[config.mk]
export PLATFORM = sky130hd
export DESIGN_NAME = sync_evt_irq
export DESIGN_NICKNAME = d
export VERILOG_FILES = /design/src/rtl/sei_pkg.sv /design/src/rtl/sei_detect.sv /design/src/rtl/sei_latch.sv /design/src/rtl/sei_gate.sv /design/src/rtl/sync_evt_irq.sv
export SDC_FILE = /design/constraint.sdc
export NUM_CORES = 1
export LEC_CHECK = 0
export CAP_MARGIN = 20
export CORE_ASPECT_RATIO = 0.75
export CORE_MARGIN = 5
export CORE_UTILIZATION = 47
export DETAILED_ROUTE_END_ITERATION = 8
export GPL_TIMING_DRIVEN = 0
export PLACE_DENSITY = 0.87
export SYNTH_ARGS = -nofsm -noshare
export SYNTH_HDL_FRONTEND = slang
export SYNTH_SLANG_ARGS = --single-unit
[constraint.sdc]
create_clock -name clk -period 1.95 [get_ports clk]
set_clock_uncertainty 0.2 [all_clocks]
set_input_delay 0.2925 -clock clk [delete_from_list [all_inputs] [get_ports clk]]
set_output_delay 0.2925 -clock clk [all_outputs]
set_load 0.03 [all_outputs]
[src/rtl/sei_pkg.sv]
`timescale 1ns/1ps
package sei_pkg;
  localparam int EVT_W = 8;
  localparam int B_REF_LOST   = 0;
  localparam int B_BETTER_REF = 1;
  localparam int B_XREF_LOST  = 2;
  localparam int B_XREF_BACK  = 3;
  localparam int B_MODE_CHG   = 4;
  localparam int B_SEL_CHG    = 5;
  localparam int B_LOS        = 6;
  localparam int B_LOL        = 7;
  typedef logic [EVT_W-1:0] evt_vec_t;
endpackage

[src/rtl/sei_detect.sv]
`timescale 1ns/1ps
module sei_detect
  import sei_pkg::*;
#(
  parameter int N_REF   = 4,
  parameter int MODE_W  = 3,
  parameter int SEL_W   = 2,
  parameter int HOLDOFF = 16
) (
  input  logic              clk,
  input  logic              rst_n,
  input  logic              manual,
  input  logic [N_REF-1:0]  ref_ok,
  input  logic              better_ref,
  input  logic              xref_act,
  input  logic [MODE_W-1:0] mode,
  input  logic [SEL_W-1:0]  sel,
  input  logic              los,
  input  logic              lol,
  output evt_vec_t          hit
);
  localparam int CNT_W = (HOLDOFF < 1) ? 1 : $clog2(HOLDOFF + 1);

  logic [N_REF-1:0]  ref_prev_q;
  logic [N_REF-1:0]  ref_fall;
  logic              xref_prev_q;
  logic [MODE_W-1:0] mode_prev_q;
  logic [SEL_W-1:0]  sel_prev_q;
  logic              los_prev_q;
  logic              lol_prev_q;
  logic              primed_q;
  logic [CNT_W-1:0]  hold_q;
  logic [CNT_W-1:0]  hold_d;
  logic              hold_en;
  logic              sw_auto;
  logic              suppress;
  evt_vec_t          raw;

  // per-reference falling-edge detectors
  genvar g;
  for (g = 0; g < N_REF; g++) begin : g_ref
    assign ref_fall[g] = ref_prev_q[g] & ~ref_ok[g];
  end

  assign sw_auto  = primed_q & ~manual & (sel != sel_prev_q);
  assign suppress = sw_auto | (hold_q != '0);

  always_comb begin
    raw               = '0;
    raw[B_REF_LOST]   = |ref_fall;
    raw[B_BETTER_REF] = better_ref;
    raw[B_XREF_LOST]  = xref_prev_q & ~xref_act;
    raw[B_XREF_BACK]  = ~xref_prev_q & xref_act;
    raw[B_MODE_CHG]   = (mode != mode_prev_q);
    raw[B_SEL_CHG]    = sw_auto;
    raw[B_LOS]        = los & ~los_prev_q;
    raw[B_LOL]        = lol & ~lol_prev_q & ~suppress;
    hit               = primed_q ? raw : '0;
  end

  // holdoff window next state
  always_comb begin
    hold_en = sw_auto | (hold_q != '0);
    if (sw_auto)
      hold_d = CNT_W'(HOLDOFF);
    else if (hold_q != '0)
      hold_d = hold_q - 1'b1;
    else
      hold_d = hold_q;
  end

  always_ff @(posedge clk or negedge rst_n) begin
    if (!rst_n) begin
      ref_prev_q  <= '0;
      xref_prev_q <= 1'b0;
      mode_prev_q <= '0;
      sel_prev_q  <= '0;
      los_prev_q  <= 1'b0;
      lol_prev_q  <= 1'b0;
      primed_q    <= 1'b0;
    end else begin
      ref_prev_q  <= ref_ok;
      xref_prev_q <= xref_act;
      mode_prev_q <= mode;
      sel_prev_q  <= sel;
      los_prev_q  <= los;
      lol_prev_q  <= lol;
      primed_q    <= 1'b1;
    end
  end

  always_ff @(posedge clk or negedge rst_n) begin
    if (!rst_n)
      hold_q <= '0;
    else if (hold_en)
      hold_q <= hold_d;
  end

  // no lock-loss event while the holdoff window is open
  a_r7_lol_holdoff: assert property (@(posedge clk) disable iff (!rst_n)
    (hold_q != '0) |-> !hit[B_LOL]);

  // an automatic switch cycle never reports lock loss
  a_r7_switch_quiet: assert property (@(posedge clk) disable iff (!rst_n)
    (primed_q && !manual && sel != sel_prev_q) |-> !hit[B_LOL]);

  // nothing is reported before the previous-value registers are loaded
  a_r9_primed_quiet: assert property (@(posedge clk) disable iff (!rst_n)
    !primed_q |-> (hit == '0));
endmodule

[src/rtl/sei_latch.sv]
`timescale 1ns/1ps
module sei_latch
  import sei_pkg::*;
(
  input  logic     clk,
  input  logic     rst_n,
  input  logic     manual,
  input  evt_vec_t hit,
  input  logic     rd_clr,
  input  logic     los,
  input  logic     lol,
  output evt_vec_t evt_q
);
  evt_vec_t nxt;
  logic     upd;

  genvar g;
  for (g = 0; g < EVT_W; g++) begin : g_bit
    if (g == B_LOS || g == B_LOL) begin : g_mirror
      logic live;
      assign live   = (g == B_LOS) ? los : lol;
      assign nxt[g] = manual ? live : ((evt_q[g] & ~rd_clr) | hit[g]);
    end else begin : g_sticky
      assign nxt[g] = (evt_q[g] & ~rd_clr) | hit[g];
    end
  end

  assign upd = rd_clr | (|hit) | manual;

  always_ff @(posedge clk or negedge rst_n) begin
    if (!rst_n)
      evt_q <= '0;
    else if (upd)
      evt_q <= nxt;
  end

  // a read with no concurrent event empties the register
  a_r3_read_clears: assert property (@(posedge clk) disable iff (!rst_n)
    (rd_clr && hit == '0 && !manual) |=> (evt_q == '0));

  // without a read, held flags remain
  a_r4_sticky: assert property (@(posedge clk) disable iff (!rst_n)
    (!rd_clr && !manual) |=> ((evt_q & $past(evt_q)) == $past(evt_q)));

  // every detected event lands, even beside a read
  a_r5_hit_kept: assert property (@(posedge clk) disable iff (!rst_n)
    !manual |=> ((evt_q & $past(hit)) == $past(hit)));

  // manual control mirrors the live alarms one edge later
  a_r6_mirror: assert property (@(posedge clk) disable iff (!rst_n)
    manual |=> (evt_q[B_LOS] == $past(los) && evt_q[B_LOL] == $past(lol)));
endmodule

[src/rtl/sei_gate.sv]
`timescale 1ns/1ps
module sei_gate
  import sei_pkg::*;
(
  input  logic     clk,
  input  logic     rst_n,
  input  evt_vec_t evt,
  input  logic     en_wr,
  input  evt_vec_t en_wdata,
  output logic     irq_n
);
  evt_vec_t en_q;
  evt_vec_t en_d;

  always_comb begin
    en_d = en_q;
    if (en_wr)
      en_d = en_wdata;
  end

  always_ff @(posedge clk or negedge rst_n) begin
    if (!rst_n)
      en_q <= '0;
    else if (en_wr)
      en_q <= en_d;
  end

  assign irq_n = ~|(evt & en_q);

  // writing all-zero enables releases the pin on the next cycle
  a_r11_disable_all: assert property (@(posedge clk) disable iff (!rst_n)
    (en_wr && en_wdata == '0) |=> irq_n);

  // with no held event the pin is never asserted
  a_r8_idle_high: assert property (@(posedge clk) disable iff (!rst_n)
    (evt == '0) |-> irq_n);
endmodule

[src/rtl/sync_evt_irq.sv]
`timescale 1ns/1ps
module sync_evt_irq
  import sei_pkg::*;
#(
  parameter int N_REF   = 4,
  parameter int MODE_W  = 3,
  parameter int SEL_W   = (N_REF > 1) ? $clog2(N_REF) : 1,
  parameter int HOLDOFF = 16
) (
  input  logic              clk,
  input  logic              rst_n,
  input  logic              manual_mode,
  input  logic [N_REF-1:0]  ref_ok,
  input  logic              better_ref_p,
  input  logic              xref_active,
  input  logic [MODE_W-1:0] dpll_mode,
  input  logic [SEL_W-1:0]  active_sel,
  input  logic              los,
  input  logic              lol,
  input  logic              evt_rd,
  output logic [7:0]        evt_o,
  input  logic              en_wr,
  input  logic [7:0]        en_wdata,
  output logic              irq_n
);
  evt_vec_t hit;
  evt_vec_t evt_q;

  sei_detect #(
    .N_REF(N_REF), .MODE_W(MODE_W), .SEL_W(SEL_W), .HOLDOFF(HOLDOFF)
  ) u_detect (
    .clk(clk), .rst_n(rst_n), .manual(manual_mode), .ref_ok(ref_ok),
    .better_ref(better_ref_p), .xref_act(xref_active), .mode(dpll_mode),
    .sel(active_sel), .los(los), .lol(lol), .hit(hit)
  );

  sei_latch u_latch (
    .clk(clk), .rst_n(rst_n), .manual(manual_mode), .hit(hit),
    .rd_clr(evt_rd), .los(los), .lol(lol), .evt_q(evt_q)
  );

  sei_gate u_gate (
    .clk(clk), .rst_n(rst_n), .evt(evt_q), .en_wr(en_wr),
    .en_wdata(en_wdata), .irq_n(irq_n)
  );

  assign evt_o = evt_q;
endmodule

==> reports/metrics.csv, run 1 <==
stage,metric,value,unit
run_status,outcome,completed,
route,post-DR wirelength/cell,15.1,µm
route,WL final,2.81,mm
route,"antenna viol nets, final",0,
pwr,Seq pwr share,48.8,%
cts,clock tree sinks,34,
synthesis,Synth area leaders,"dfrtp_1 62%, mux2_2 6.6%, nor2b_1 3.7%, o21ai_0 3.3%, xor2_1 3.2%",
critical_path,CP max FO,3,
global_route,M2 GR Usage,23.2,%
final_layout,area delta synth->final,34.9,%
sta,max-slew violations,0,
synthesis,yosys warns,0,
critical_path,Worst EP arrival,1.36,ns
synthesis,area share of the largest cell type after synthesis,62.3,%
critical_path,WP data required,1.46,ns
cts,CTS Hold Buffers Added,0,
synthesis,Gate Count Post-Synth,107,
cts,CTS tree,yes,
final_layout,"commonest non-fill, non-tap cell in the layout",dfrtp_1,
synthesis,post-synth cell types,29,
sta,Rel. slew slack,47.7,%
sta,Max Clock Freq,0.539,GHz
pwr,clock share of power,25.2,%
pwr,power density cells,984,nW/µm²
floorplan,Die Y,56.7,µm
cts,clock latency on the worst-skew pair,0.28,ns
synthesis,Synth area leader,dfrtp_1,
floorplan,Die X,72.3,µm
pwr,Comb pwr share,26.0,%
pwr,switching portion of total power,28.8,%
final_layout,share of layout cells above drive strength 1,11.5,%
sta,final count of negative-setup-slack endpoints,0,
sta,Worst Tran Pin Value,0.782,ns
pwr,leak pwr,0.000785,µW
pwr,design internal power,1290,µW
floorplan,starting density of the core,47.6,%
critical_path,CP max stage delay,0.70,ns
synthesis,synthesized area,1370,µm²
pwr,NetSw,522,µW
floorplan,Std-Cell Rows,17,
place,RD Place Congestion,0.741,
synthesis,post-synthesis net count,135,
cts,H-tree levels,2,
final_layout,final layout net count,176,
sta,Final Hold Slack,0.269,ns
floorplan,Top Ports,35,
critical_path,Setup CP Type,register to output pin,
final_layout,antenna fix cells,0,
global_route,Total GRT Usage,16.1,%
pwr,Power Total,1810,µW
pwr,peak supply drop,0.000615,V
synthesis,sequential share of the synthesized area,62.3,%
global_route,met1 global-route usage,20.4,%
global_route,met3 Track Usage GR,7.51,%
cts,CTS buffer count,5,
min_path,Hold Path Class,input port to asynchronous set/reset pin,
place,I/O Buffers,33,
route,Via density,5.09,
global_route,number of global-route vias before repair,1016,
sta,Final Hold Vio Count,0,
sta,Final TNS setup,0,ns
global_route,GRT busiest layer,met2,
route,DRC errors left,0,
synthesis,Avg Inst Size Synth,12.8,µm²
critical_path,WP buf/inv,1,
global_route,initial antenna violation count,0,
final_layout,most frequent cells in the layout,"34 x dfrtp_1, 32 x clkdlybuf4s50_1, 9 x inv_1, 9 x o21ai_0",
critical_path,Setup crit start kind,register,
final_layout,fin util,64.2,%
route,first-iteration detailed-routing DRC count,40,
place,dpl hpwl,2.21,mm
cts,clock-pin slew on the worst setup and hold paths,0.06,ns
global_route,first-pass GRT wire length,4.82,mm
route,drt pass-1 iters,3,
synthesis,Post-synth EDFFs,0,
sta,RSZ-0062 raised after global routing,no,
critical_path,Worst setup EP type,output pin,
flow_run,Max-Cap Viols,0,
cts,Root Driver,clkbuf_8,
critical_path,dominant delay contributor by cell family on the critical path,buffers and inverters,
floorplan,Core ar.,2870,µm²
synthesis,Post-synth top flop,dfrtp_1,
sta,Final Cycle Share,95.2,%
global_route,pin count of the biggest net entering global routing,20,
sta,setup slack after layout,0.0935,ns
synthesis,Seq cells post-synth,34,
sta,post-route minimum period,1.86,ns
cts,Max clock buf depth,2,
critical_path,"Cell Chain, Critical Path",clkdlybuf4s50_1,
critical_path,"slowest stage cell, crit path",clkdlybuf4s50_1,
synthesis,"Async S/R FF share, synth",100,%
global_route,GRT overflow,0,
cts,setup repair bufs after CTS,0,
place,pre-CTS setup slack,-0.0183,ns
floorplan,die footprint,4100,µm²
route,via count,947,
[sequential cells by signal, summed over array words and instances (netlist names)]
name / count
u_detect.mode_prev_q: 3
u_detect.hold_q: 5
u_detect.xref_prev_q: 1
u_detect.ref_prev_q: 4
u_detect.los_prev_q: 1
u_detect.sel_prev_q: 2
u_detect.lol_prev_q: 1
u_latch.evt_q: 8
u_detect.primed_q: 1
u_gate.en_q: 8
[cell type report]
type | count | area [µm²]
flip-flops and latches | 34 | 851
repair buffers | 34 | 353
multi-input cells | 63 | 478
inverters | 9 | 33.8
fillers | 215 | 1030
clock buffers | 7 | 76.3
plain buffers | 1 | 3.75
well taps | 38 | 47.5
[path summary, 6_finish.rpt]
kind	start	endpoint	slack, ns	cells after the start
worst max-delay path	u_latch.evt_q[5]	evt_o[5]	0.09	1
worst min-delay path	rst_n	u_detect.ref_prev_q[3]	0.27	1
worst max register to register	u_detect.hold_q[1]	u_detect.hold_q[1]	0.25	5
worst min register to register	u_gate.en_q[7]	u_gate.en_q[7]	0.31	1
max in group asynchronous	rst_n	u_gate.en_q[4]	0.73	2
min in group clk	ref_ok[0]	u_detect.ref_prev_q[0]	0.28	1
[synthesized netlist by cell type (2+ instances only)]
master    n
ha_1      2
nand2_1   4
o21ai_0   9
nor2_1    2
xor2_1    5
mux2_2    8
a22oi_1   4
o21a_1    2
inv_1     9
nor3b_1   3
dfrtp_1  34
nor2b_1   8
[through the flow]
stage,area (µm²),std cells
after CTS,1850,186
after global placement,1740,178
final,1840,186
after floorplan,1370,107
after detailed placement,1770,179
after global routing,1840,186
[power groups by stage]
stage	logic, µW	registers [µW]	clock network, µW
after floorplan	270	908	0
after detailed placement	479	897	0
after global routing	516	897	504
final	472	885	458
after global placement	433	888	0
after CTS	481	884	480
[timing repair]
action,CTS,global route
setup endpoints to repair,1,1
endpoints found under the hold margin,0,0
gates resized for setup,3,2
pin swaps,0,0
[cell families (layout without fill, tap and decap cells)]
family | after synthesis | in the layout | share of synthesized area [%]
buffers and inverters | 10 | 51 | 2.75
XOR/XNOR | 6 | 6 | 3.85
multiplexers | 8 | 8 | 6.59
adder cells (fa/ha/maj) | 2 | 2 | 1.83
AND/OR/NAND/NOR | 23 | 23 | 11.4
AO/OA/AOI/OAI | 23 | 23 | 11.0
flip-flops | 34 | 34 | 62.3
other | 1 | 1 | 0.274
[metal layers]
metal	wire, µm	up-vias
li1	-	451
met1	1230	460
met2	1320	32
met3	219	4
met4	45	0
met5	0	-
Power figures use the tool's default switching activity.
==> inputs of run 2 (changes only) <==
- CORE_UTILIZATION: 47 -> 40
- PLACE_DENSITY: 0.87 -> 0.76
==> run 2 against run 1 <==
- register-to-register slack about the same
- highest routed layer unchanged
- first-iteration DRC count increased by 70%
- combinational power is 3% lower
- cell area decreased by 1.1%
==> reports/metrics.csv, run 2 (synthesized netlist as in run 1, its figures left out) <==
stage,metric,value,unit,change
critical_path,"slowest stage cell, crit path",clkdlybuf4s50_1,,unchanged
critical_path,"Cell Chain, Critical Path",clkdlybuf4s50_1,,unchanged
cts,clock-pin slew on the worst setup and hold paths,0.06,ns,about the same
pwr,Comb pwr share,25.2,%,was 26.0%
critical_path,Setup crit start kind,register,,unchanged
sta,post-route minimum period,1.88,ns,was 1.86 ns
pwr,switching portion of total power,29.6,%,was 28.8%
pwr,NetSw,539,µW,was 522 µW
pwr,design internal power,1280,µW,was 1290 µW
critical_path,CP max FO,3,,unchanged
global_route,first-pass GRT wire length,4.74,mm,was 4.82 mm
critical_path,CP Depth,1,,unchanged
pwr,power density cells,1000,nW/µm²,was 984 nW/µm²
route,"antenna viol nets, final",0,,unchanged
final_layout,share of layout cells above drive strength 1,11.5,%,unchanged
critical_path,dominant delay contributor by cell family on the critical path,buffers and inverters,,unchanged
final_layout,area delta synth->final,33.4,%,was 34.9%
floorplan,Std-Cell Rows,18,,was 17
pwr,clock share of power,26.3,%,was 25.2%
cts,Root Driver,clkbuf_8,,unchanged
final_layout,"commonest non-fill, non-tap cell in the layout",dfrtp_1,,unchanged
cts,clock tree sinks,34,,unchanged
pwr,Seq pwr share,48.5,%,was 48.8%
route,via count,942,,was 947
pwr,peak supply drop,0.000487,V,was 0.000615 V
critical_path,WP data required,1.46,ns,about the same
sta,final count of negative-setup-slack endpoints,0,,unchanged
floorplan,Top Ports,35,,unchanged
floorplan,Die X,77.5,µm,was 72.3 µm
cts,Max clock buf depth,2,,unchanged
route,Via density,5.01,,was 5.09
final_layout,# fillers,284,,was 215
cts,CTS buffer count,5,,unchanged
sta,Final Hold Vio Count,0,,unchanged
global_route,M2 GR Usage,21.9,%,was 23.2%
critical_path,CP max stage delay,0.70,ns,about the same
min_path,Hold Path Class,input port to register,,was input port to asynchronous set/reset pin
cts,H-tree levels,2,,unchanged
global_route,pin count of the biggest net entering global routing,35,,was 20
critical_path,Worst setup EP type,output pin,,unchanged
sta,Worst Tran Pin Value,0.746,ns,was 0.782 ns
flow_run,Max-Cap Viols,0,,unchanged
run_status,outcome,completed,,unchanged
sta,Final Cycle Share,96.5,%,was 95.2%
floorplan,starting density of the core,41.6,%,was 47.6%
place,RD Place Congestion,0.744,,was 0.741
sta,Max Clock Freq,0.531,GHz,was 0.539 GHz
critical_path,r2r worst-path depth,5,,unchanged
sta,max-slew violations,0,,unchanged
route,first-iteration detailed-routing DRC count,68,,was 40
global_route,number of global-route vias before repair,999,,"was 1,016"
min_path,Worst Hold Depth,1,,
route,WL final,2.82,mm,was 2.81 mm
global_route,met1 global-route usage,16.0,%,was 20.4%
floorplan,Die Y,60.6,µm,was 56.7 µm
critical_path,Worst EP arrival,1.39,ns,was 1.36 ns
pwr,leak pwr,0.000776,µW,was 0.000785 µW
critical_path,Setup CP Type,register to output pin,,unchanged
final_layout,biggest regs,"u_gate.en_q x8, u_latch.evt_q x8, u_detect.hold_q x5",,unchanged
critical_path,WP buf/inv,1,,unchanged
global_route,initial antenna violation count,0,,unchanged
route,post-DR wirelength/cell,15.0,µm,was 15.1 µm
sta,Final Hold Slack,0.284,ns,was 0.269 ns
cts,CTS tree,yes,,unchanged
floorplan,die footprint,4700,µm²,was 4100 µm²
sta,RSZ-0062 raised after global routing,no,,unchanged
cts,clock latency on the worst-skew pair,0.28,ns,about the same
final_layout,final layout net count,176,,unchanged
place,dpl hpwl,2.14,mm,was 2.21 mm
route,drt pass-1 iters,4,,was 3
place,I/O Buffers,33,,unchanged
global_route,Total GRT Usage,13.4,%,was 16.1%
global_route,GRT busiest layer,met2,,unchanged
final_layout,most frequent cells in the layout,"34 x dfrtp_1, 31 x clkdlybuf4s50_1, 9 x inv_1, 9 x o21ai_0",,"was 34 x dfrtp_1, 32 x clkdlybuf4s50_1, 9 x inv_1, 9 x o21ai_0"
floorplan,Core ar.,3290,µm²,was 2870 µm²
sta,Rel. slew slack,50.3,%,was 47.7%
final_layout,antenna fix cells,0,,unchanged
global_route,GRT overflow,0,,unchanged
route,DRC errors left,0,,unchanged
global_route,met3 Track Usage GR,4.75,%,was 7.51%
sta,Final TNS setup,0,ns,unchanged
[run 2: cell types whose count changed in the layout (fill, tap and decap cells not counted), sizes merged]
| cell | delta |
|---|---|
| clkdlybuf4s50 | -1 |
| dlygate4sd3 | +1 |
[run 2: final timing paths]
kind / start / to / slack [ns]
setup / recovery: u_latch.evt_q[6] / evt_o[6] / 0.07
hold / removal: ref_ok[1] / u_detect.ref_prev_q[1] / 0.28
setup reg to reg: u_detect.hold_q[0] / u_detect.hold_q[1] / 0.25
hold reg to reg: u_gate.en_q[4] / u_gate.en_q[4] / 0.31
max in group asynchronous: rst_n / u_detect.hold_q[1] / 0.67
min in group asynchronous: rst_n / u_latch.evt_q[4] / 0.41
[run 2: metal layers]
layer | vias to the layer above | share of wire, % | wire, µm
met5 | - | 0 | 0
met4 | 0 | 1.5 | 41
met3 | 3 | 4.8 | 136
met2 | 17 | 49 | 1390
met1 | 474 | 44 | 1250
li1 | 448 | - | -
[run 2: power groups by stage]
stage,Combinational (µW),Clock [µW],Sequential [µW]
final,459,479,885
after global routing,509,530,895
after CTS,467,499,885
after detailed placement,462,0,899
after global placement,435,0,890
after floorplan,270,0,908
[run 2: layout make-up]
type	instances	area [µm²]	share of cell area, %
timing repair buffer	34	330	18.1
sequential	34	851	46.7
inverter	9	33.8	1.85
tap	40	50.0	2.75
clock buffer	7	76.3	4.19
multi-input combinational	63	478	26.2
buffer	1	3.75	0.206
[run 2: metrics by stage]
step	worst slack [ns]	area (µm²)	util [%]	total power, µW	std cells
floorplan	0.393	1370	-	1180	107
detailed placement	0.00339	1740	53.0	1360	180
global route	0.0349	1820	55.4	1930	188
finish	0.0679	1820	55.4	1820	188
global placement	-0.201	1750	53.1	1330	180
CTS	0.0558	1830	55.6	1850	188
[run 2: what timing repair did]
item                                    CTS  global route
endpoints found under the hold margin    34             0
resized for setup                         3             2
endpoints found under the setup margin    1             1
buffers inserted                          0             0
hold buffers                              1             0
